File: config.mk
export PLATFORM = sky130hd
export DESIGN_NAME = svid_sendbyte_slave
export DESIGN_NICKNAME = d
export VERILOG_FILES = /design/src/rtl/svid_pkg.sv /design/src/rtl/svid_line_sync.sv /design/src/rtl/svid_byte_rx.sv /design/src/rtl/svid_vcode_regs.sv /design/src/rtl/svid_sendbyte_slave.sv
export SDC_FILE = /design/constraint.sdc
export NUM_CORES = 1
export LEC_CHECK = 0
export BUFFER_PORTS_ARGS = -buffer_cell sky130_fd_sc_hd__buf_2
export CAP_MARGIN = 30
export CORE_MARGIN = 2
export CORE_UTILIZATION = 45
export CTS_BUF_LIST = sky130_fd_sc_hd__clkbuf_2 sky130_fd_sc_hd__clkbuf_4 sky130_fd_sc_hd__clkbuf_8
export CTS_CLUSTER_SIZE = 28
export DETAILED_ROUTE_END_ITERATION = 10
export GPL_TIMING_DRIVEN = 0
export MAX_ROUTING_LAYER = met4
export PLACE_DENSITY = 0.63
export REMOVE_ABC_BUFFERS = 1
export SETUP_SLACK_MARGIN = 0.3
export SYNTH_ARGS = -nofsm -noshare
export SYNTH_HDL_FRONTEND = slang
export SYNTH_SLANG_ARGS = --single-unit
File: constraint.sdc
create_clock -name clk -period 3.15 [get_ports clk]
set_input_delay 0.4725 -clock clk [delete_from_list [all_inputs] [get_ports clk]]
set_output_delay 0.4725 -clock clk [all_outputs]
set_load 0.01 [all_outputs]
File: src/rtl/svid_pkg.sv
package svid_pkg;
    localparam int BYTE_BITS = 8;
    localparam int CODE_W    = BYTE_BITS - 1;
    localparam int CNT_W     = $clog2(BYTE_BITS + 1);
    localparam int BOOT_W    = 2;

    typedef enum logic [1:0] {RT_NONE, RT_A, RT_B, RT_BOTH} route_e;

    typedef enum logic [2:0] {RX_IDLE, RX_ADDR, RX_AACK, RX_DATA, RX_DACK} rx_state_e;

    typedef struct packed {
        logic lvl;
        logic rise;
        logic fall;
    } line_t;

    typedef struct packed {
        route_e              route;
        logic                psi_n;
        logic [CODE_W-1:0]   code;
    } cmd_t;

    // Address byte (with write bit in bit 0) to output routing
    function automatic route_e decode_addr(input logic [BYTE_BITS-1:0] b);
        if (b[7:5] != 3'b110) return RT_NONE;
        case (b[2:0])
            3'b100:  return RT_BOTH;
            3'b010:  return RT_A;
            3'b110:  return RT_B;
            default: return RT_NONE;
        endcase
    endfunction

    function automatic logic [CODE_W-1:0] boot_to_code(input logic [BOOT_W-1:0] b);
        return {{(CODE_W-BOOT_W){1'b0}}, b};
    endfunction
endpackage

File: src/rtl/svid_line_sync.sv
module svid_line_sync
    import svid_pkg::*;
#(
    parameter int STAGES = 2
) (
    input  logic  clk,
    input  logic  rst,
    input  logic  din,
    output line_t q
);
    // chain[STAGES-1] is the synchronised level, chain[STAGES] its previous value
    logic [STAGES:0] chain;

    always_ff @(posedge clk) begin
        if (rst) chain <= '1;
        else     chain <= {chain[STAGES-1:0], din};
    end

    always_comb begin
        q.lvl  = chain[STAGES-1];
        q.rise = chain[STAGES-1] & ~chain[STAGES];
        q.fall = ~chain[STAGES-1] & chain[STAGES];
    end
endmodule

File: src/rtl/svid_byte_rx.sv
module svid_byte_rx
    import svid_pkg::*;
(
    input  logic  clk,
    input  logic  rst,
    input  logic  pwr_good,
    input  line_t scl,
    input  line_t sda,
    output logic  ack_oe,
    output logic  cmd_valid,
    output cmd_t  cmd
);
    rx_state_e             state;
    logic [BYTE_BITS-1:0]  shreg;
    logic [CNT_W-1:0]      cnt;
    route_e                route_q;
    logic                  start_c, stop_c, full;

    assign start_c = scl.lvl & ~scl.rise & sda.fall;
    assign stop_c  = scl.lvl & ~scl.rise & sda.rise;
    assign full    = (cnt == CNT_W'(BYTE_BITS));

    always_ff @(posedge clk) begin
        if (rst) begin
            state     <= RX_IDLE;
            shreg     <= '0;
            cnt       <= '0;
            route_q   <= RT_NONE;
            ack_oe    <= 1'b0;
            cmd_valid <= 1'b0;
            cmd       <= '0;
        end else begin
            cmd_valid <= 1'b0;
            if (!pwr_good) begin
                state  <= RX_IDLE;
                ack_oe <= 1'b0;
                cnt    <= '0;
            end else if (start_c || stop_c) begin
                // only a start seen from idle opens a transaction
                state  <= (state == RX_IDLE && start_c) ? RX_ADDR : RX_IDLE;
                ack_oe <= 1'b0;
                cnt    <= '0;
            end else begin
                case (state)
                    RX_ADDR, RX_DATA: begin
                        if (scl.rise && !full) begin
                            shreg <= {shreg[BYTE_BITS-2:0], sda.lvl};
                            cnt   <= cnt + 1'b1;
                        end else if (scl.fall && full) begin
                            cnt <= '0;
                            if (state == RX_ADDR) begin
                                if (decode_addr(shreg) != RT_NONE) begin
                                    route_q <= decode_addr(shreg);
                                    state   <= RX_AACK;
                                    ack_oe  <= 1'b1;
                                end else begin
                                    state <= RX_IDLE;
                                end
                            end else begin
                                cmd_valid <= 1'b1;
                                cmd       <= '{route: route_q,
                                               psi_n: shreg[BYTE_BITS-1],
                                               code:  shreg[CODE_W-1:0]};
                                state     <= RX_DACK;
                                ack_oe    <= 1'b1;
                            end
                        end
                    end
                    RX_AACK: if (scl.fall) begin
                        ack_oe <= 1'b0;
                        state  <= RX_DATA;
                    end
                    RX_DACK: if (scl.fall) begin
                        ack_oe <= 1'b0;
                        state  <= RX_IDLE;
                    end
                    default: ;
                endcase
            end
        end
    end


    ack_rise_low_chk: assert property (@(posedge clk) disable iff (rst)
        $rose(ack_oe) |-> !scl.lvl);


    cmd_route_chk: assert property (@(posedge clk) disable iff (rst)
        cmd_valid |-> cmd.route != RT_NONE);


    boot_quiet_chk: assert property (@(posedge clk) disable iff (rst)
        !pwr_good |=> !ack_oe && !cmd_valid);


    stop_abort_chk: assert property (@(posedge clk) disable iff (rst)
        stop_c |=> !ack_oe && !cmd_valid);
endmodule

File: src/rtl/svid_vcode_regs.sv
module svid_vcode_regs
    import svid_pkg::*;
#(
    parameter logic [CODE_W-1:0] OFF_CODE = 7'h7C
) (
    input  logic              clk,
    input  logic              rst,
    input  logic              pwr_good,
    input  logic [BOOT_W-1:0] boot_code,
    input  logic              cmd_valid,
    input  cmd_t              cmd,
    output logic [CODE_W-1:0] code_a,
    output logic [CODE_W-1:0] code_b,
    output logic              psi_n,
    output logic              vid_off
);
    logic sel_a, sel_b;
    assign sel_a = (cmd.route == RT_A) || (cmd.route == RT_BOTH);
    assign sel_b = (cmd.route == RT_B) || (cmd.route == RT_BOTH);

    always_ff @(posedge clk) begin
        if (rst) begin
            code_a  <= '0;
            code_b  <= '0;
            psi_n   <= 1'b1;
            vid_off <= 1'b0;
        end else if (!pwr_good) begin
            code_a  <= boot_to_code(boot_code);
            code_b  <= boot_to_code(boot_code);
            psi_n   <= 1'b1;
            vid_off <= 1'b0;
        end else if (cmd_valid) begin
            psi_n <= cmd.psi_n;
            if (cmd.code == OFF_CODE) begin
                vid_off <= 1'b1;
            end else begin
                vid_off <= 1'b0;
                if (sel_a) code_a <= cmd.code;
                if (sel_b) code_b <= cmd.code;
            end
        end
    end


    off_hold_chk: assert property (@(posedge clk) disable iff (rst)
        pwr_good && cmd_valid && cmd.code == OFF_CODE
        |=> $stable(code_a) && $stable(code_b) && vid_off);


    boot_follow_chk: assert property (@(posedge clk) disable iff (rst)
        !pwr_good |=> code_a == boot_to_code($past(boot_code)) && !vid_off && psi_n);


    route_a_only_chk: assert property (@(posedge clk) disable iff (rst)
        pwr_good && cmd_valid && cmd.route == RT_A |=> $stable(code_b));
endmodule

File: src/rtl/svid_sendbyte_slave.sv
module svid_sendbyte_slave
    import svid_pkg::*;
#(
    parameter int                SYNC_STAGES = 2,
    parameter logic [CODE_W-1:0] OFF_CODE    = 7'h7C
) (
    input  logic              clk,
    input  logic              rst,
    input  logic              ser_clk_i,
    input  logic              ser_dat_i,
    output logic              ser_dat_oe_o,
    input  logic              pwr_good_i,
    input  logic [BOOT_W-1:0] boot_code_i,
    output logic [CODE_W-1:0] code_a_o,
    output logic [CODE_W-1:0] code_b_o,
    output logic              psi_n_o,
    output logic              vid_off_o
);
    line_t scl_q, sda_q;
    logic  cmd_valid;
    cmd_t  cmd;

    svid_line_sync #(.STAGES(SYNC_STAGES)) u_sync_clk (
        .clk(clk), .rst(rst), .din(ser_clk_i), .q(scl_q)
    );

    svid_line_sync #(.STAGES(SYNC_STAGES)) u_sync_dat (
        .clk(clk), .rst(rst), .din(ser_dat_i), .q(sda_q)
    );

    svid_byte_rx u_rx (
        .clk(clk), .rst(rst), .pwr_good(pwr_good_i),
        .scl(scl_q), .sda(sda_q),
        .ack_oe(ser_dat_oe_o), .cmd_valid(cmd_valid), .cmd(cmd)
    );

    svid_vcode_regs #(.OFF_CODE(OFF_CODE)) u_regs (
        .clk(clk), .rst(rst), .pwr_good(pwr_good_i), .boot_code(boot_code_i),
        .cmd_valid(cmd_valid), .cmd(cmd),
        .code_a(code_a_o), .code_b(code_b_o), .psi_n(psi_n_o), .vid_off(vid_off_o)
    );


    ack_only_busy_chk: assert property (@(posedge clk) disable iff (rst)
        ser_dat_oe_o |-> pwr_good_i);
endmodule

=== Yosys cells after proc, flatten, opt, wreduce, memory -nomap -nowiden ===
Cells that the tools add are included.

* Flip-flop bits (word level): 51
* Input bits: 7
* Output and inout port bits: 17
* Logic and storage cells: 143

* Multiplexer cells: 54
* Bitwise logic cells: 19
* Reductions and logical operators: 27
* $add $sub $neg: 1
* Equality and inequality tests: 25

{| class="wikitable"
|+ Operators with widths
! cell !! number
|-
| two-way mux 2 bit || 19
|-
| two-way mux 1 bit || 24
|-
| two-way mux 3 bit || 6
|-
| NOT 1 bit || 12
|-
| AND reduction 3 bit || 4
|-
| inequality test 2 x 1 -> 1 bit, second input constant || 5
|-
| AND reduction 5 bit || 2
|-
| == test 3 x 2 -> 1 bit, second input constant || 3
|-
| == test 3 bit, second input constant || 3
|-
| inequality test 3 x 1 -> 1 bit, second input constant || 3
|-
| one-hot mux 3 bit (3 select lines) || 1
|-
| two-way mux 4 bit || 2
|-
| bitwise AND 1 bit || 7
|-
| == test 7 bit, second input constant || 1
|-
| AND reduction 7 bit || 1
|-
| inequality test 3 bit, second input constant || 2
|-
| one-hot mux 2 bit (3 select lines) || 1
|-
| AND reduction 6 bit || 1
|-
| nonzero test 2 bit || 3
|-
| OR reduction 2 bit || 3
|-
| OR reduction 6 bit || 1
|-
| adder 4 x 1 -> 4 bit, second input constant || 1
|-
| == test 2 bit, second input constant || 2
|-
| == test 4 bit, second input constant || 1
|-
| other kinds (13) || 18
|}

=== Logic depth before layout (Yosys ltp) ===
Gate-level depths: netlist of the first run.

* Depth in word-level cells: 27
* Depth in mapped cells: 7
* Mapped depth without buffers: 6

=== By module ===
Synthesis of the first run repeated with hierarchy kept, for this count alone.

* Cells, all modules: 241
* Area, all modules: 2354.8 sq um

{| class="wikitable"
|+ Modules (own cells, without submodules)
! module !! area an instance (sq um) !! seq. area each (sq um) !! cells each !! instances
|-
| svid_byte_rx || 1452.6 || 580.6 || 151 || 1
|-
| svid_vcode_regs || 701.9 || 320.3 || 72 || 1
|-
| svid_line_sync || 100.1 || 60.1 || 9 || 2
|}

=== Worst setup path before layout of the first run ===
No wires, ideal clock.

* Kind: register -> register
* From: register u_rx.cnt[0]
* To: register u_rx.route_q[0]
* Arrival time: 1.449 ns
* Setup time: 0.123 ns
* Setup slack: 1.577 ns
* Cell stages (with the launch flop): 7
* Clock period less this slack: 1.573 ns
* Required time: 3.027 ns
* Buffers on the path: 0
* Cell sequence: dfxtp_1 inv_1 ha_1 nand3b_4 nor3_2 and4_1 mux2_1

* Longest elaborated chain between the ends: 5
* Elaborated cells on any way between the ends: 6
* Classes of those cells: eq/ne (1); bitwise (1); reduce/logical (4)

{| class="wikitable"
|+ RTL lines
! what !! line !! RTL
|-
| start, declared || svid_byte_rx.sv:15 || <nowiki>logic [CNT_W-1:0] cnt;</nowiki>
|-
| start signal, assigned || svid_byte_rx.sv:48 || <nowiki>cnt <= cnt + 1'b1;</nowiki>
|-
| == test 4 bit * || svid_byte_rx.sv:21 || <nowiki>assign full = (cnt == CNT_W'(BYTE_BITS));</nowiki>
|-
| zero test 1 bit || svid_byte_rx.sv:46 || <nowiki>if (scl.rise && !full) begin</nowiki>
|-
| logical AND 1 bit || svid_byte_rx.sv:46 ||
|-
| NOT 1 bit (no line) || - ||
|-
| AND reduction 7 bit (no line) * || - ||
|-
| end signal, assigned || svid_byte_rx.sv:53 || <nowiki>route_q <= decode_addr(shreg);</nowiki>
|-
| end, declared || svid_byte_rx.sv:16 || <nowiki>route_e route_q;</nowiki>
|}

Every way passes the cells marked *; elsewhere a longest branch is shown, timed or not.
A chain may end at the register's enable or synchronous reset.

=== Worst setup path in the final report of the first run ===
* From: register u_rx.cnt[0]
* To: register, netlist name u_rx.cmd[7]

* Longest elaborated chain between the ends: 5
* Elaborated cells on any way between the ends: 6
* Classes of those cells: eq/ne (1); bitwise (1); reduce/logical (4)

{| class="wikitable"
|+ RTL lines
! what !! line
|-
| == test 4 bit * || svid_byte_rx.sv:21
|-
| zero test 1 bit || svid_byte_rx.sv:46
|-
| logical AND 1 bit || svid_byte_rx.sv:46
|-
| NOT 1 bit (no line) || -
|-
| AND reduction 6 bit (no line) * || -
|}

Marked as above.

==> qor.csv, run 1 <==
metric,value,unit
cp.arrival,2.22,ns
drt_iter0_markers,71,
ant_nets,0,
status,finished clean,
rsz0062_at_grt,false,
slew_headroom,40.4,%
p_leak,0.920,nW
clk_pin_slew,0.10,ns
grt_use_total,16.6,%
fin_tns_setup,0,ns
coreArea,4660,um^2
peakVddDrop,0.266,mV
cts_resized,0,
grt_max_degree,33,
worst_slew_pin_slew,0.887,ns
holdBufCountCts,0,
ys_seq_elements,51,
numCtsBuffers,5,
cp-end-kind,register,
dieArea,5370,um^2
die_y,73.3,um
hp-class,input pin to register,
synth_fa_ha_area_share,1.16,%
cp_slowest_cell,nor4_4,
fmax,490,MHz
cts_htree_levels,2,
ios,24,
pwr_density_cell,452,nW/um^2
synth_compound_area_share,10.1,%
startpoint_type,register,
layout.nets,244,
grt_overflow,0,
clock_path_buffers,2,
fill_cells,442,
synth_xor_xnor_area_share,1.22,%
fin_skew,0.00744,ns
ys_types,46,
drc,0,
synthSimpleGateAreaFrac,23.4,%
io_buffers,23,
gp_congestion,0.730,
cts_sinks,51,
antenna_found_initial,0,
rows,25,
slowest_delay,0.81,ns
post_cts_buffers,0,
placedCellCount,282,
postSynthAreaPerCell,10.1,um^2
layoutNonFillerInstCount,290,
layout_commonest_cell,dfxtp_1,
via_per_inst,5.19,
synthMuxAreaShare,14.5,%
ys.flop_type,dfxtp_1,
dr_total_vias,1504,
antennaDiodeCount,0,
min_period,2.04,ns
grt_pass1_vias,1432,
layout_common_cells,"dfxtp_1 (51), nor2_1 (32), mux2i_1 (29)",
drive_gt1_share,20.3,%
async_flop_share,0,%
wirelength,3.96,mm
start_util,46.4,%
synth-seq-area-share,47.2,%
worstPathCellList,inv_1 -> ha_1 -> nand3b_4 -> nor4_4 -> mux2i_1 -> nor2_1,
routedWlPerCell,13.6,um
report.final.slew_viol_count,0,
setup_viol,0,
first_pass_iters,4,
ys_warn_count,0,
synth_cells,213,
period_share,64.8,%
synth_top_family_by_area,simple AND/OR/NAND/NOR gates,
dpl.hpwl,2.72,mm
synth_area,2160,um^2
cts_root_buf,clkbuf_8,
final_util,51.4,%
synth_edf_count,0,
clk_latency,0.30,ns
criticalPathCategory,register to register,
crit_fanout,11,
cts_tree,done,
maxCapViolations,0,
grt_pass1_wl,6.66,mm
hold_viol,0,
required,3.33,ns
area_growth,10.8,%
die_x,73.3,um
flip-flops by register name, summed over array words and instances, names as in the netlist, 2 cells and up:
register and count:
u_sync_dat.chain 3, u_rx.shreg 8, u_rx.cnt 4, u_rx.state 3, u_regs.code_b 7, u_rx.cmd 10, u_rx.route_q 2, u_regs.code_a 7
u_sync_clk.chain 3
worst paths after layout:
kind                            slack (ns)                              to                           start  depth (start not counted)
worst max register to register        1.11        u_rx.cmd[7]$_SDFFE_PP0P_        u_rx.cnt[0]$_SDFFE_PP0P_                          6
worst min register to register        0.42  u_sync_dat.chain[1]$_SDFF_PP1_  u_sync_dat.chain[0]$_SDFF_PP1_                          1
worst min-delay path                  0.35  u_sync_clk.chain[0]$_SDFF_PP1_                       ser_clk_i                          2
worst max-delay path                  1.11        u_rx.cmd[7]$_SDFFE_PP0P_        u_rx.cnt[0]$_SDFFE_PP0P_                          6
power by group:
| group | total, W | internal, W | switching (W) |
|---|---|---|---|
| clock | 0.000386 | 0.000161 | 0.000224 |
| combinational | 0.0000403 | 0.0000162 | 0.0000242 |
| sequential | 0.000656 | 0.000651 | 0.00000507 |
| total | 0.00108 | 0.000828 | 0.000254 |
per-stage QoR:
stage / setup slack, ns / total power, W / hold WS [ns] / area, um^2
after floorplan: 1.38 / 0.000693 / 0.389 / 2120
after global placement: 0.969 / 0.000711 / 0.391 / 2300
after detailed placement: 0.930 / 0.000712 / 0.396 / 2300
after CTS: 1.08 / 0.00109 / 0.339 / 2390
after global routing: 0.908 / 0.00113 / 0.339 / 2390
final: 1.11 / 0.00108 / 0.348 / 2390
logic make-up after synthesis:
group / Yosys count
AO/OA/AOI/OAI: 30
flip-flops: 51
multiplexers: 31
buffers and inverters: 11
XOR/XNOR: 3
adder cells (fa/ha/maj): 2
AND/OR/NAND/NOR: 85
cell type report:
| class | instances | area, um^2 | area share [%] |
|---|---|---|---|
| Sequential cell | 51 | 1020 | 42.6 |
| Timing Repair Buffer | 23 | 115 | 4.81 |
| Inverter | 3 | 11.3 | 0.470 |
| Tap cell | 54 | 67.6 | 2.82 |
| Clock buffer | 5 | 68.8 | 2.87 |
| Clock inverter | 3 | 22.5 | 0.940 |
| Multi-Input combinational cell | 151 | 1090 | 45.5 |
cell usage after synthesis, types with 3 or more instances:
master | n | share of area, %
dfxtp_1 | 51 | 47
nor2_1 | 32 | 5.6
mux2i_1 | 29 | 13
nand2b_1 | 8 | 2.3
nand3_1 | 8 | 1.9
a21oi_1 | 6 | 1.4
nand2_1 | 6 | 1.0
or2_2 | 6 | 1.7
a31oi_1 | 5 | 1.4
clkbuf_1 | 5 | 0.87
nor2b_1 | 4 | 1.2
nor3_1 | 4 | 0.93
o21ai_0 | 4 | 0.93
inv_1 | 3 | 0.52
metal layers:
layer  part of all wire, %  vias to the layer above  global-route usage [%]  wire (um)
met4                   1.2                        0                    6.06         47
met1                    52                      690                    21.8       2070
met5                     0                        -                       -          0
li1                      -                      793                       -          -
met2                    44                       17                    25.4       1740
met3                   2.6                        4                    3.29        101
worst max-delay path: cells and delay by family (launching register included):
kind,cells,cell delay [ns]
AND/OR/NAND/NOR,3,1.02
flip-flops,1,0.37
multiplexers,1,0.26
adder cells (fa/ha/maj),1,0.19
buffers and inverters,1,0.07
No activity file was read; power rests on OpenSTA's default activity.
==> run 2: changes to the inputs <==
==> constraint.sdc (replaced) <==
create_clock -name clk -period 2 [get_ports clk]
set_input_delay 0.3 -clock clk [delete_from_list [all_inputs] [get_ports clk]]
set_output_delay 0.3 -clock clk [all_outputs]
set_load 0.01 [all_outputs]
==> run 2 against run 1 <==
  * Sequential share of layout area decreased by 0.92 points
  * Routed wire length up 1.9%
  * Power grew 58%
  * Clock skew about the same
  * Die area unchanged
  * Via count increased by 2.0%
  * Utilization up 1.3 points
  * Worst setup slack worse by 0.71 ns
  * First-iteration DRC count down 23%
  * Combinational power increased by 60%
  * Largest cell class unchanged
==> qor.csv, run 2 (synthesis gave the netlist of run 1 again) <==
metric,value,unit
fin_skew,0.00780,ns
area_growth,13.5,%
required,2.20,ns
pwr_density_cell,697,nW/um^2
gp_congestion,0.730,
first_pass_iters,4,
clock_path_buffers,2,
cp.arrival,1.81,ns
start_util,46.4,%
grt_max_degree,33,
via_per_inst,5.22,
largestRegisters,"u_rx.cmd: 10 flops, u_rx.shreg: 8 flops",
regMostFlops,u_rx.cmd,
multi_input_area,1100,um^2
antennaDiodeCount,0,
drc,0,
cts_htree_levels,2,
grt_use_total,16.7,%
placedCellCount,282,
seq_area,1020,um^2
slew_headroom,66.2,%
fill_cells,429,
clk_pin_slew,0.10,ns
maxCapViolations,0,
dieArea,5370,um^2
wirelength,4.03,mm
rr_worst_depth,6,
dr_total_vias,1534,
layout_commonest_cell,dfxtp_1,
cts_root_buf,clkbuf_8,
worst_slew_pin_slew,0.507,ns
min_period,1.61,ns
coreArea,4660,um^2
p_leak,0.958,nW
die_x,73.3,um
numCtsBuffers,5,
rows,25,
period_share,80.3,%
hold_viol,0,
startpoint_type,register,
grt_overflow,0,
criticalPathCategory,register to register,
layoutNonFillerInstCount,294,
io_buffers,23,
rsz0062_at_grt,false,
routedWlPerCell,13.7,um
setup_viol,0,
fmax,623,MHz
layout_common_cells,"dfxtp_1 (49), nor2_1 (32), mux2i_1 (29)",
crit_fanout,5,
cts_sinks,51,
clk_latency,0.31,ns
status,finished clean,
layout.nets,248,
dpl.hpwl,2.72,mm
cts_tree,done,
min_path_cells,2,
grt_pass1_vias,1434,
ios,24,
ant_nets,0,
antenna_found_initial,0,
hp-class,input pin to register,
peakVddDrop,0.418,mV
report.final.slew_viol_count,0,
drt_iter0_markers,55,
grt_pass1_wl,6.70,mm
fin_tns_setup,0,ns
largest_reg_flops,10,
hold-worst-slack,0.172,ns
cp-end-kind,register,
drive_gt1_share,23.8,%
die_y,73.3,um
## run 2: path summary, 6_finish.rpt
| kind | slack (ns) | from | to |
|---|---|---|---|
| setup / recovery | 0.39 | u_rx.cnt[0]$_SDFFE_PP0P_ | u_rx.route_q[0]$_SDFFE_PP0P_ |
| hold / removal | 0.17 | ser_clk_i | u_sync_clk.chain[0]$_SDFF_PP1_ |
| setup reg to reg | 0.39 | u_rx.cnt[0]$_SDFFE_PP0P_ | u_rx.route_q[0]$_SDFFE_PP0P_ |
| hold reg to reg | 0.42 | u_sync_dat.chain[0]$_SDFF_PP1_ | u_sync_dat.chain[1]$_SDFF_PP1_ |
## run 2: critical path: stages, from the launching register on
cell and delay, ns:
dfxtp_2 0.36, inv_1 0.06, ha_2 0.18, nand3b_4 0.13
nor3_4 0.21, and4_4 0.25, mux2_1 0.31
## run 2: repair_timing
item	CTS	global route
pin swaps	1	1
setup endpoints to repair	13	1
hold buffers	0	0
gates resized for setup	3	3
buffers inserted	1	3
## run 2: power by group
| part | switching, W | internal [W] |
|---|---|---|
| Clock | 0.000358 | 0.000254 |
| Sequential | 0.00000802 | 0.00103 |
| Combinational | 0.0000388 | 0.0000258 |
| Total | 0.000405 | 0.00130 |
## run 2: cell type report
type / count / area share [%]
tap: 54 / 2.75
multi-input combinational: 151 / 44.9
inverter: 3 / 0.459
sequential: 51 / 41.7
clock inverter: 3 / 0.918
timing repair buffer: 27 / 6.43
clock buffer: 5 / 2.80
## run 2: per-stage QoR
step	total power, W	worst slack [ns]	util (%)	cell area [um^2]
after global placement	0.00112	-0.0455	49.4	2300
after detailed placement	0.00112	-0.0666	49.4	2300
after floorplan	0.00109	0.228	-	2120
after global routing	0.00178	0.299	52.6	2450
final	0.00171	0.394	52.6	2450
after CTS	0.00173	0.302	52.1	2430
## run 2: routing by layer
layer | share of wire [%] | GRT usage [%] | up-vias
li1 | - | - | 803
met1 | 51 | 21.9 | 704
met2 | 44 | 25.5 | 22
met3 | 3.2 | 3.29 | 5
met4 | 1.2 | 6.06 | 0
met5 | 0 | - | -
